[config.mk]
export PLATFORM = sky130hd
export DESIGN_NAME = locality_arbiter
export DESIGN_NICKNAME = d
export VERILOG_FILES = /design/src/rtl/locarb_pkg.sv /design/src/rtl/locarb_decode.sv /design/src/rtl/locarb_pending.sv /design/src/rtl/locarb_ctrl.sv /design/src/rtl/locality_arbiter.sv
export SDC_FILE = /design/constraint.sdc
export NUM_CORES = 1
export LEC_CHECK = 0
export ABC_AREA = 1
export BUFFER_PORTS_ARGS = -buffer_cell sky130_fd_sc_hd__buf_2
export CORE_MARGIN = 3
export CORE_UTILIZATION = 54
export CTS_BUF_LIST = sky130_fd_sc_hd__clkbuf_4 sky130_fd_sc_hd__clkbuf_8
export CTS_CLUSTER_SIZE = 16
export DETAILED_ROUTE_END_ITERATION = 10
export MAX_ROUTING_LAYER = met4
export PLACE_DENSITY = 0.77
export SYNTH_ARGS = -nofsm -noshare
export SYNTH_HDL_FRONTEND = slang
export SYNTH_HIERARCHICAL = 1
export SYNTH_SLANG_ARGS = --single-unit
[constraint.sdc]
create_clock -name clk_i -period 7.2 [get_ports clk_i]
set_clock_uncertainty 0.15 [all_clocks]
set_input_delay 1.8 -clock clk_i [delete_from_list [all_inputs] [get_ports clk_i]]
set_output_delay 1.8 -clock clk_i [all_outputs]
set_load 0.02 [all_outputs]
[src/rtl/locarb_pkg.sv]
package locarb_pkg;
  localparam int unsigned ID_W = 8;
  localparam logic [ID_W-1:0] NO_LOC = 8'hFF;
  // access register bit positions
  localparam int unsigned B_REQ  = 1;
  localparam int unsigned B_PEND = 2;
  localparam int unsigned B_SEIZ = 3;
  localparam int unsigned B_LOST = 4;
  localparam int unsigned B_ACT  = 5;
  localparam int unsigned B_VLD  = 7;
endpackage

[src/rtl/locarb_decode.sv]
module locarb_decode #(
  parameter int unsigned ADDR_W  = 15,
  parameter int unsigned LOC_LSB = 12,
  parameter int unsigned LOC_W   = 3,
  parameter int unsigned N_LOC   = 5
) (
  input  logic [ADDR_W-1:0] addr_i,
  output logic [LOC_W-1:0]  loc_o,
  output logic              rd_hit_o,
  output logic              wr_ok_o
);
  logic off_zero, loc_ok;
  assign loc_o    = addr_i[LOC_LSB +: LOC_W];
  assign off_zero = (addr_i[LOC_LSB-1:0] == '0);
  assign loc_ok   = ({1'b0, loc_o} < (LOC_W+1)'(N_LOC));
  assign rd_hit_o = off_zero && loc_ok;
  // top locality is read-only on this interface
  assign wr_ok_o  = rd_hit_o && (loc_o != LOC_W'(N_LOC-1));
endmodule

[src/rtl/locarb_pending.sv]
module locarb_pending #(
  parameter int unsigned N_LOC = 5
) (
  input  logic [N_LOC-1:0] req_i,
  output logic [N_LOC-1:0] pend_o
);
  for (genvar g = 0; g < N_LOC; g++) begin : g_pend
    logic [N_LOC-1:0] others;
    always_comb begin
      others    = req_i;
      others[g] = 1'b0;
    end
    assign pend_o[g] = |others;
  end
endmodule

[src/rtl/locarb_ctrl.sv]
module locarb_ctrl
  import locarb_pkg::*;
#(
  parameter int unsigned N_LOC = 5,
  parameter int unsigned LOC_W = 3
) (
  input  logic              clk_i,
  input  logic              rst_ni,
  input  logic              wr_i,
  input  logic [LOC_W-1:0]  wr_loc_i,
  input  logic [7:0]        wdata_i,
  input  logic              cmd_busy_i,
  input  logic              abort_done_i,
  output logic [N_LOC-1:0]  req_o,
  output logic [N_LOC-1:0]  act_o,
  output logic [N_LOC-1:0]  lost_o,
  output logic [ID_W-1:0]   active_o,
  output logic              changed_o,
  output logic              abort_req_o,
  output logic [ID_W-1:0]   abort_loc_o
);
  logic [N_LOC-1:0] req_q, req_d, seiz_q, seiz_d, act_q, act_d, lost_q, lost_d;
  logic [ID_W-1:0]  active_q, active_d, next_q, next_d, abt_q, abt_d;
  logic             pend_q, pend_d, chg_q, chg_d;

  logic [ID_W-1:0] wl;
  logic            act_valid;
  assign wl        = ID_W'(wr_loc_i);
  assign act_valid = active_q < ID_W'(N_LOC);

  always_comb begin
    logic [7:0]      v;
    logic            set_new, start_ab, do_commit, higher, found_ok, is_seize;
    logic [ID_W-1:0] new_act, nxt, abt, commit_id, found_id;
    req_d = req_q; seiz_d = seiz_q; act_d = act_q; lost_d = lost_q;
    active_d = active_q; next_d = next_q; abt_d = abt_q; pend_d = pend_q;
    chg_d = 1'b0;
    v = wdata_i; set_new = 1'b0; start_ab = 1'b0; do_commit = 1'b0;
    higher = 1'b0; found_ok = 1'b0; is_seize = 1'b0;
    new_act = active_q; nxt = NO_LOC; abt = NO_LOC; commit_id = active_q;
    found_id = NO_LOC;

    if (pend_q && abort_done_i) begin
      do_commit = 1'b1;
      commit_id = next_q;
      pend_d    = 1'b0;
      next_d    = NO_LOC;
      abt_d     = NO_LOC;
    end else if (wr_i && !pend_q) begin
      set_new = 1'b1;
      if (v[B_SEIZ]) begin
        v[B_REQ] = 1'b0;
        v[B_ACT] = 1'b0;
      end
      if (v[B_ACT]) begin
        if (active_q == wl) begin
          for (int i = 0; i < N_LOC; i++)
            if (req_q[i]) begin
              found_ok = 1'b1;
              found_id = ID_W'(i);
            end
          if (found_ok) begin
            set_new  = 1'b0;
            start_ab = 1'b1;
            nxt      = found_id;
            abt      = wl;
          end else begin
            new_act = NO_LOC;
          end
        end else begin
          req_d[wr_loc_i] = 1'b0;
        end
      end
      if (v[B_LOST]) lost_d[wr_loc_i] = 1'b0;
      if (v[B_SEIZ] && (!act_valid || wl > active_q) && !seiz_q[wr_loc_i]) begin
        for (int i = 0; i < N_LOC; i++)
          if (i > int'(wr_loc_i) && seiz_q[i]) higher = 1'b1;
        if (!higher) begin
          for (int i = 0; i < N_LOC; i++)
            if (i < int'(wr_loc_i)) seiz_d[i] = 1'b0;
          seiz_d[wr_loc_i] = 1'b1;
          set_new  = 1'b0;
          start_ab = 1'b1;
          nxt      = wl;
          abt      = active_q;
        end
      end
      if (v[B_REQ] && active_q != wl) begin
        if (act_valid) req_d[wr_loc_i] = 1'b1;
        else           new_act = wl;
      end
      if (set_new) begin
        do_commit = 1'b1;
        commit_id = new_act;
      end
      if (start_ab) begin
        if (cmd_busy_i) begin
          pend_d = 1'b1;
          next_d = nxt;
          abt_d  = abt;
        end else begin
          do_commit = 1'b1;
          commit_id = nxt;
        end
      end
    end

    if (do_commit) begin
      if (commit_id != active_q) begin
        if (act_valid) begin
          is_seize = (commit_id < ID_W'(N_LOC)) && seiz_d[commit_id[LOC_W-1:0]];
          act_d[active_q[LOC_W-1:0]] = 1'b0;
          if (is_seize) lost_d[active_q[LOC_W-1:0]] = 1'b1;
          else          req_d[active_q[LOC_W-1:0]]  = 1'b0;
        end
        chg_d = (commit_id < ID_W'(N_LOC));
      end
      active_d = commit_id;
      if (commit_id < ID_W'(N_LOC)) begin
        act_d[commit_id[LOC_W-1:0]]  = 1'b1;
        req_d[commit_id[LOC_W-1:0]]  = 1'b0;
        seiz_d[commit_id[LOC_W-1:0]] = 1'b0;
      end
    end
  end

  always_ff @(posedge clk_i or negedge rst_ni) begin
    if (!rst_ni) begin
      req_q <= '0; seiz_q <= '0; act_q <= '0; lost_q <= '0;
      active_q <= NO_LOC; next_q <= NO_LOC; abt_q <= NO_LOC;
      pend_q <= 1'b0; chg_q <= 1'b0;
    end else begin
      req_q <= req_d; seiz_q <= seiz_d; act_q <= act_d; lost_q <= lost_d;
      active_q <= active_d; next_q <= next_d; abt_q <= abt_d;
      pend_q <= pend_d; chg_q <= chg_d;
    end
  end

  assign req_o       = req_q;
  assign act_o       = act_q;
  assign lost_o      = lost_q;
  assign active_o    = active_q;
  assign changed_o   = chg_q;
  assign abort_req_o = pend_q;
  assign abort_loc_o = abt_q;

  assert_single_owner_R2: assert property (@(posedge clk_i) disable iff (!rst_ni)
    $onehot0(act_q));
  assert_idle_no_flag_R4: assert property (@(posedge clk_i) disable iff (!rst_ni)
    (active_q == NO_LOC) |-> (act_q == '0));
  assert_event_has_owner_R5: assert property (@(posedge clk_i) disable iff (!rst_ni)
    chg_q |-> (active_q != NO_LOC));
  assert_hold_owner_R9: assert property (@(posedge clk_i) disable iff (!rst_ni)
    (pend_q && !abort_done_i) |=> $stable(active_q));
  assert_commit_next_R9: assert property (@(posedge clk_i) disable iff (!rst_ni)
    (pend_q && abort_done_i) |=> (active_q == $past(next_q)) && !pend_q);
  assert_ignore_pending_R10: assert property (@(posedge clk_i) disable iff (!rst_ni)
    (pend_q && !abort_done_i) |=> $stable(req_q) && $stable(lost_q));
endmodule

[src/rtl/locality_arbiter.sv]
module locality_arbiter
  import locarb_pkg::*;
#(
  parameter int unsigned N_LOC   = 5,
  parameter int unsigned ADDR_W  = 15,
  parameter int unsigned LOC_LSB = 12,
  parameter int unsigned LOC_W   = 3
) (
  input  logic              clk_i,
  input  logic              rst_ni,
  input  logic [ADDR_W-1:0] addr_i,
  input  logic              wr_en_i,
  input  logic [7:0]        wdata_i,
  output logic [7:0]        rdata_o,
  input  logic              cmd_busy_i,
  input  logic              abort_done_i,
  output logic              abort_req_o,
  output logic [ID_W-1:0]   abort_loc_o,
  output logic [ID_W-1:0]   active_loc_o,
  output logic              loc_changed_o
);
  logic [LOC_W-1:0] loc;
  logic             rd_hit, wr_ok;
  logic [N_LOC-1:0] req, act, lost, pend;

  locarb_decode #(.ADDR_W(ADDR_W), .LOC_LSB(LOC_LSB), .LOC_W(LOC_W), .N_LOC(N_LOC))
    u_dec (.addr_i(addr_i), .loc_o(loc), .rd_hit_o(rd_hit), .wr_ok_o(wr_ok));

  locarb_ctrl #(.N_LOC(N_LOC), .LOC_W(LOC_W)) u_ctrl (
    .clk_i, .rst_ni,
    .wr_i(wr_en_i && wr_ok), .wr_loc_i(loc), .wdata_i,
    .cmd_busy_i, .abort_done_i,
    .req_o(req), .act_o(act), .lost_o(lost),
    .active_o(active_loc_o), .changed_o(loc_changed_o),
    .abort_req_o, .abort_loc_o
  );

  locarb_pending #(.N_LOC(N_LOC)) u_pend (.req_i(req), .pend_o(pend));

  always_comb begin
    rdata_o = 8'h00;
    for (int i = 0; i < N_LOC; i++) begin
      if (rd_hit && loc == LOC_W'(i)) begin
        rdata_o[B_VLD]  = 1'b1;
        rdata_o[B_ACT]  = act[i];
        rdata_o[B_LOST] = lost[i];
        rdata_o[B_PEND] = pend[i];
        rdata_o[B_REQ]  = req[i];
      end
    end
  end

  assert_top_loc_ro_R11: assert property (@(posedge clk_i) disable iff (!rst_ni)
    (wr_en_i && !abort_req_o && loc == LOC_W'(N_LOC-1)) |=> $stable(active_loc_o));
  assert_miss_ignored_R11: assert property (@(posedge clk_i) disable iff (!rst_ni)
    (wr_en_i && !rd_hit && !abort_req_o) |=> $stable(active_loc_o));
endmodule

==> metrics, run 1 <==
status=complete, no violations; maxcap violations=0; Yosys warning count=6; CP Capture Type=output port; Site Rows=28; Power Dens Cells=between 150 and 200 nW/um^2; worst slew pin tran=approximately 0.9 ns; RSZ-0062 raised after global routing=false; drc violations=0; Worst slew margin=between 30% and 40%; Post-synth EDFFs=0; CTS root buf=clkbuf_8; Synth cell types=between 40 and 50; DRT Pass-1 Iters=6; Die ar.=7310 um^2; Clock Power Share=~28%; Min-Delay Path Class=flip-flop to flip-flop; pin count of the biggest net entering global routing=43; CTS Buffer Depth=2; CTS H-tree lvls=2; DRT Wirelength=~9000 um; I/O Pins=between 50 and 60; Total Nets Final=approximately 590; CP Class=primary input to output port; WL/cell=about 14 um; Final Slew Violations=0; vias in the first global route=~3200; DR iter-0 viols=about 290; arrival time at the worst endpoint=3.26 ns; initial antenna violation count=0; asr flop ratio synth=between 90% and 100%; crit path launch type=primary input; proportion of layout cells with a drive suffix above 1=25.0%; Gate power share=between 20% and 30%; DP HPWL=about 7000 um; FMAX=roughly 190 MHz; Final Cycle Share=between 70 and 80%; global-route wire length before repair=~15000 um; CP max FO=16; Post-CTS Hold Fix Bufs=0; endpoints failing hold=0; Post-CTS Setup Bufs=0; post-CTS sizing=0; GP Congestion=between 0.9 and 1; slowest cell on the critical path=nor2_1; Seq/Total Area, Yosys=between 30% and 40%; CP bufs+invs=2; setup TNS=0 ns; Total Routing Usage GR=about a quarter; crit-path cells=buf_2, o21a_1, nor2_1, nand3_2, nor2_1, nand2_1, nand3_1, buf_2; P&R area growth vs syn=9.49%; grt ovf=0; clock slew at reported path FFs=~0.080 ns; via count=3583; PortBufs=46; Core Region=between 6000 and 7000 um^2; Detail Route Antenna Nets=0; Clk Latency, worst-skew pair=0.29 ns; TritonCTS clock tree=yes; vias per cell=5.62; P_sw=~190 uW; initial core utilization=about 57%; # setup viols final=0; Seq pwr share=a little under half; Die Ht=85.5 um; Avg Cell Area, Syn=6.57 um^2; Internal=382 uW; Sink Count=42; maximum VDD drop=0.000130 V; Sw Share=33.3%; crit-path max cell delay=between 0.2 and 0.3 ns; fin util=between 60 and 70%; Die W=approximately 86 um; Req. time, crit path=between 5 and 6 ns; Mapped Cells=520; CP top delay family=simple AND/OR/NAND/NOR gates; top_reg_cell synth=dfrtp_1; final worst path period need=~5.2 ns; antenna fix cells=0; P_leak=~2 nW; Synth Register Bits=42; Mapped Area=~3400 um^2; cts bufs inserted=5
[state kept, by name, indices dropped and copies added (netlist names)]
signal and cells:
u_ctrl/abort_loc_o 8, u_ctrl/abort_req_o 1, u_ctrl/changed_o 1, u_ctrl/req_o 5, u_ctrl/act_o 5, u_ctrl/lost_o 5, u_ctrl/next_q 4, u_ctrl/active_o 8
u_ctrl/seiz_q 5
[area by class of cell]
type	count	area [um^2]
clock buffer	7	90.1
fill	581	2290
timing repair buffer	46	230
inverter	70	268
tap	75	93.8
multi-input combinational	397	1980
clock inverter	1	5.00
sequential	42	1080
[kinds of logic (layout without fill, tap and decap cells)]
kind of cell	Yosys count	in the layout	share of synthesized area (%)
fa+ha+maj	3	3	1.10
compound gates	63	63	10.9
simple gates	328	328	45.5
other cells	1	3	0.110
flops	42	42	31.5
buf+inv	83	124	10.8
[worst paths after layout]
path	cells past startpoint	endpoint	slack, ns	from
worst max-delay path	8	rdata_o[4]	1.99	addr_i[12]
worst min-delay path	2	u_ctrl/abort_loc_o[3]	0.35	u_ctrl/abort_loc_o[3]
worst max register to register	19	u_ctrl/seiz_q[3]	3.60	u_ctrl/active_o[1]
worst min register to register	2	u_ctrl/abort_loc_o[3]	0.35	u_ctrl/abort_loc_o[3]
max in group asynchronous	1	u_ctrl/act_o[1]	4.85	rst_ni
min in group asynchronous	1	u_ctrl/abort_req_o	1.47	rst_ni
[power groups by stage]
stage / logic, mW / registers (mW) / clock network, mW
5_1_grt: 0.156 / 0.275 / 0.173
4_1_cts: 0.139 / 0.273 / 0.163
3_5_place_dp: 0.139 / 0.277 / 0
6_report: 0.140 / 0.273 / 0.160
2_1_floorplan: 0.0942 / 0.284 / 0
3_3_place_gp: 0.135 / 0.276 / 0
[synthesized netlist by cell type (2+ instances only)]
cell,instances,share of area (%)
nand3_2,9,2.6
nor2_2,12,2.2
o22ai_1,3,0.55
nor2_1,71,7.8
a21oi_1,14,2.1
nand2_1,140,15
buf_6,3,0.99
o21ai_0,22,3.2
o211ai_1,3,0.66
ha_1,3,1.1
inv_4,2,0.37
o21ai_1,9,1.3
dfstp_2,20,15
nor3_1,8,1.2
buf_4,8,1.8
dfrtp_1,22,16
nand2_2,16,2.9
nor2_4,6,2.0
or2_2,2,0.37
a22oi_1,2,0.44
nand3_1,47,6.9
inv_1,55,6.0
clkinv_1,2,0.22
o31ai_1,3,0.66
inv_2,11,1.2
nand4_1,8,1.5
nor3_2,2,0.59
nand2_4,3,0.99
[metal layers]
| metal | vias to the layer above | track usage, % | part of all wire, % |
|---|---|---|---|
| li1 | 1746 | - | - |
| met1 | 1652 | 36.2 | 44 |
| met2 | 166 | 38.8 | 45 |
| met3 | 19 | 3.46 | 8.4 |
| met4 | 0 | 9.93 | 2.0 |
| met5 | - | - | 0 |
[placed cells by master, fill, tap and decap left out, types with 2 or more instances in the layout]
cell type,synthesis,final
nor2_4,6,6
clkbuf_8,0,6
nand2_4,3,3
inv_1,55,55
buf_2,1,46
inv_2,11,11
or2_2,2,2
nor3_2,2,2
dfrtp_1,22,22
inv_4,2,2
nand2_2,16,16
nor3_1,8,8
conb_1,1,3
o22ai_1,3,3
nor2_2,12,12
a22oi_1,2,2
o21ai_0,22,22
nand3_2,9,9
o21ai_1,9,9
nand3_1,47,47
clkinv_1,2,2
ha_1,3,3
nand2_1,140,140
o211ai_1,3,3
dfstp_2,20,20
o31ai_1,3,3
nand4_1,8,8
a21oi_1,14,14
nor2_1,71,71
[through the flow]
step	hold WS [ns]	instance area (um^2)	std cells	setup WS, ns	power (mW)
final	0.348	3740	638	1.99	0.573
after global routing	0.389	3740	638	1.83	0.604
after CTS	0.352	3740	638	2.01	0.575
after detailed placement	0.340	3640	630	2.01	0.415
after global placement	0.337	3640	630	2.03	0.412
after floorplan	0.292	3420	522	2.36	0.378
[worst register-to-register path: cells and delay by family, from the launching register on]
| family | cells | cell delay [ns] |
|---|---|---|
| adder cells (fa/ha/maj) | 1 | 0.34 |
| buffers and inverters | 2 | 0.23 |
| AND/OR/NAND/NOR | 16 | 2.15 |
| flip-flops | 1 | 0.63 |
(Power assumes the default switching activity.)
==> run 2, diff against run 1 <==
ABC_AREA = 0   (was 1)
CORE_UTILIZATION = 53   (was 54)
PLACE_DENSITY = 0.79   (was 0.77)
clock period = 4.7 ns   (was 7.2 ns; I/O delays follow)
==> run 2 against run 1 <==
Against the previous run:
- critical path depth up 4
- critical path type is now primary input to flip-flop
- synthesized cell count is 27% lower
- worst setup slack got worse by 1.7 ns
- core utilization up 2.7 points
- hold slack better by 0.0030 ns
==> metrics, run 2 <==
grt ovf=0 (unchanged); Req. time, crit path=4.74 ns (-0.51 ns); most frequent cells after synthesis=nand2_1, o21ai_0, nor2_1; maxcap violations=0 (unchanged); Final Slew Violations=0 (unchanged); TritonCTS clock tree=yes; final worst path period need=4.42 ns; initial antenna violation count=0 (unchanged); CTS H-tree lvls=2 (unchanged); GP Congestion=0.946 (+0.86%); P&R area growth vs syn=14.1%; worst slew pin tran=0.919 ns (+0.0181 ns); met1 Use GR=41.5% (+5.3 points); Core Region=5710 um^2 (-5.3%); most frequent cells in the layout=buf_2, nand2_1, o21ai_0; setup TNS=0 ns (unchanged); Die Ht=84.2 um (-1.5%); Mapped Cells=378 (-27%); # setup viols final=0 (unchanged); drc violations=0 (unchanged); Min-Delay Path Class=flip-flop to flip-flop; dominant cells by area after synthesis=dfrtp_1, dfstp_2, o21ai_0, nand2_1, nor2_1; initial core utilization=56.8% (+0.12 points); clock slew at reported path FFs=0.09 ns (about the same); antenna fix cells=0 (unchanged); top_reg_cell synth=dfrtp_1; P_leak=1.65 nW (-16%); Synth cell types=72 (+71%); fin util=64.8% (+2.7 points); Design Area, Final=3700 um^2 (-1.1%); RSZ-0062 raised after global routing=false; Yosys warning count=6 (unchanged); post-synth top area cell=dfrtp_1; Yosys top cell area share=17.0% (+0.86 points); Final Cycle Share=94.1%; WL/cell=20.3 um (+44%); Critical Path Source=addr_i[11]; Power Dens Cells=186 nW/um^2 (+22%); crit-path cells=buf_2, or4_4, nor4_2, and2_1, nand2b_1, a31oi_1, nor2_1, a311o_1, a311oi_1, o2111ai_1, or2_2, and3_1; worst r2r src=u_ctrl/active_o[1]; Clk Latency, worst-skew pair=0.30 ns (about the same); CP Class=primary input to flip-flop; crit-path max cell delay=0.55 ns (+0.29 ns); CTS root buf=clkbuf_8; PortBufs=46 (unchanged); FF-to-FF path depth=11 (-8); crit path launch type=primary input; dpl cell area=3610 um^2 (-0.93%); Synth Register Bits=42 (unchanged); global-route met3 utilization=6.67% (+3.2 points); Site Rows=27 (-3.6%); cts bufs inserted=5 (unchanged); M2 GR Usage=44.1% (+5.3 points); Seq/Total Area, Yosys=33.2% (+1.7 points); via count=3455 (-3.6%); CTS Buffer Depth=2 (unchanged); Mapped Area=3240 um^2 (-5.1%); most numerous cell in the Yosys netlist=nand2_1; Total Nets Final=460 (-22%); global-route wire length before repair=16800 um (+14%); Sink Count=42 (unchanged); endpoints failing hold=0 (unchanged); Detail Route Antenna Nets=0 (unchanged); DRT Wirelength=10200 um (+13%); Post-CTS Setup Bufs=0 (unchanged); worst hold stages=1 (-1); proportion of layout cells with a drive suffix above 1=28.1% (+3.1 points); Hold Crit Start=u_ctrl/act_o[4]; CP Capture Type=flip-flop; DR iter-0 viols=440 (+53%); post-CTS sizing=0 (unchanged); Worst slew margin=38.7% (-1.2 points); asr flop ratio synth=100% (unchanged); Die W=84.2 um (-1.5%); FMAX=about 230 MHz; DP HPWL=7400 um (+5.9%); status=complete, no violations; Layout Cells excl Fill=502 (-21%); slowest cell on the critical path=or4_4; WHS=0.351 ns (+0.00297 ns); Post-CTS Hold Fix Bufs=0 (unchanged); Total Routing Usage GR=30.2% (+4.2 points); I/O Pins=54 (unchanged); DRT Pass-1 Iters=5 (-1); pin count of the biggest net entering global routing=43 (unchanged); Post-synth EDFFs=0 (unchanged); Avg Cell Area, Syn=8.58 um^2 (+31%); arrival time at the worst endpoint=4.47 ns (+1.21 ns); Die ar.=7090 um^2 (-3.0%); CP max FO=7 (-9); vias per cell=6.88 (+23%); vias in the first global route=3303 (+3.7%); most common cell after layout, fill and taps aside=buf_2; layer carrying the most global-route usage=met2; Placed Cells=494 (-22%); maximum VDD drop=0.000224 V (+72%)
==> run 2: cell count changes in the layout (fill, tap and decap cells not counted), moves of 16 or more <==
cell     before  now
buf_4         0   21
nand2_2      16    0
nor2_1       71   26
nand3_1      47    9
inv_1        55    9
nand2_1     140   34
==> run 2: worst paths after layout <==
check / to / slack (ns)
setup / recovery: u_ctrl/changed_o / 0.28
setup reg to reg: u_ctrl/req_o[2] / 0.46
hold / removal: u_ctrl/act_o[4] / 0.35
min in group asynchronous: u_ctrl/req_o[3] / 0.87
max in group asynchronous: u_ctrl/act_o[0] / 2.97
hold reg to reg: u_ctrl/act_o[4] / 0.35
==> run 2: final cells by class <==
type,instances,area [um^2]
inverter,10,37.5
clock inverter,2,12.5
clock buffer,6,76.3
sequential,42,1080
tap,72,90.1
timing repair buffer,68,408
multi-input combinational,302,2000
fill,491,2010
==> run 2: critical path, delay by kind of cell <==
kind | cells | cell delay [ns]
compound gates | 4 | 1.28
buf+inv | 1 | 0.10
simple gates | 7 | 1.91
==> run 2: per-layer routing <==
layer	routed length [um]	up-vias	share of wire, %
li1	-	1557	-
met2	4560	227	45
met3	1120	26	11
met4	195	0	1.9
met5	0	-	0
met1	4340	1645	43
==> run 2: power breakdown <==
part | internal (mW) | switching [mW] | total [mW]
Clock | 0.111 | 0.132 | 0.243
Sequential | 0.363 | 0.000364 | 0.363
Combinational | 0.0280 | 0.0551 | 0.0830
Total | 0.502 | 0.188 | 0.689
==> run 2: metrics by stage <==
stage	power (mW)	worst slack (ns)
floorplan	0.417	0.455
global placement	0.449	0.0661
detailed placement	0.450	0.0779
CTS	0.692	0.330
global route	0.719	0.119
finish	0.689	0.276
==> run 2: logic make-up (layout without fill, tap and decap cells) <==
| kind of cell | count (synthesis) | in the layout | share of synthesized area [%] |
|---|---|---|---|
| compound gates | 128 | 128 | 28.1 |
| xor+xnor | 1 | 1 | 0.270 |
| fa+ha+maj | 3 | 3 | 1.16 |
| buf+inv | 36 | 86 | 5.40 |
| flops | 42 | 42 | 33.2 |
| mux | 13 | 13 | 4.82 |
| other cells | 1 | 3 | 0.116 |
| simple gates | 154 | 154 | 26.9 |
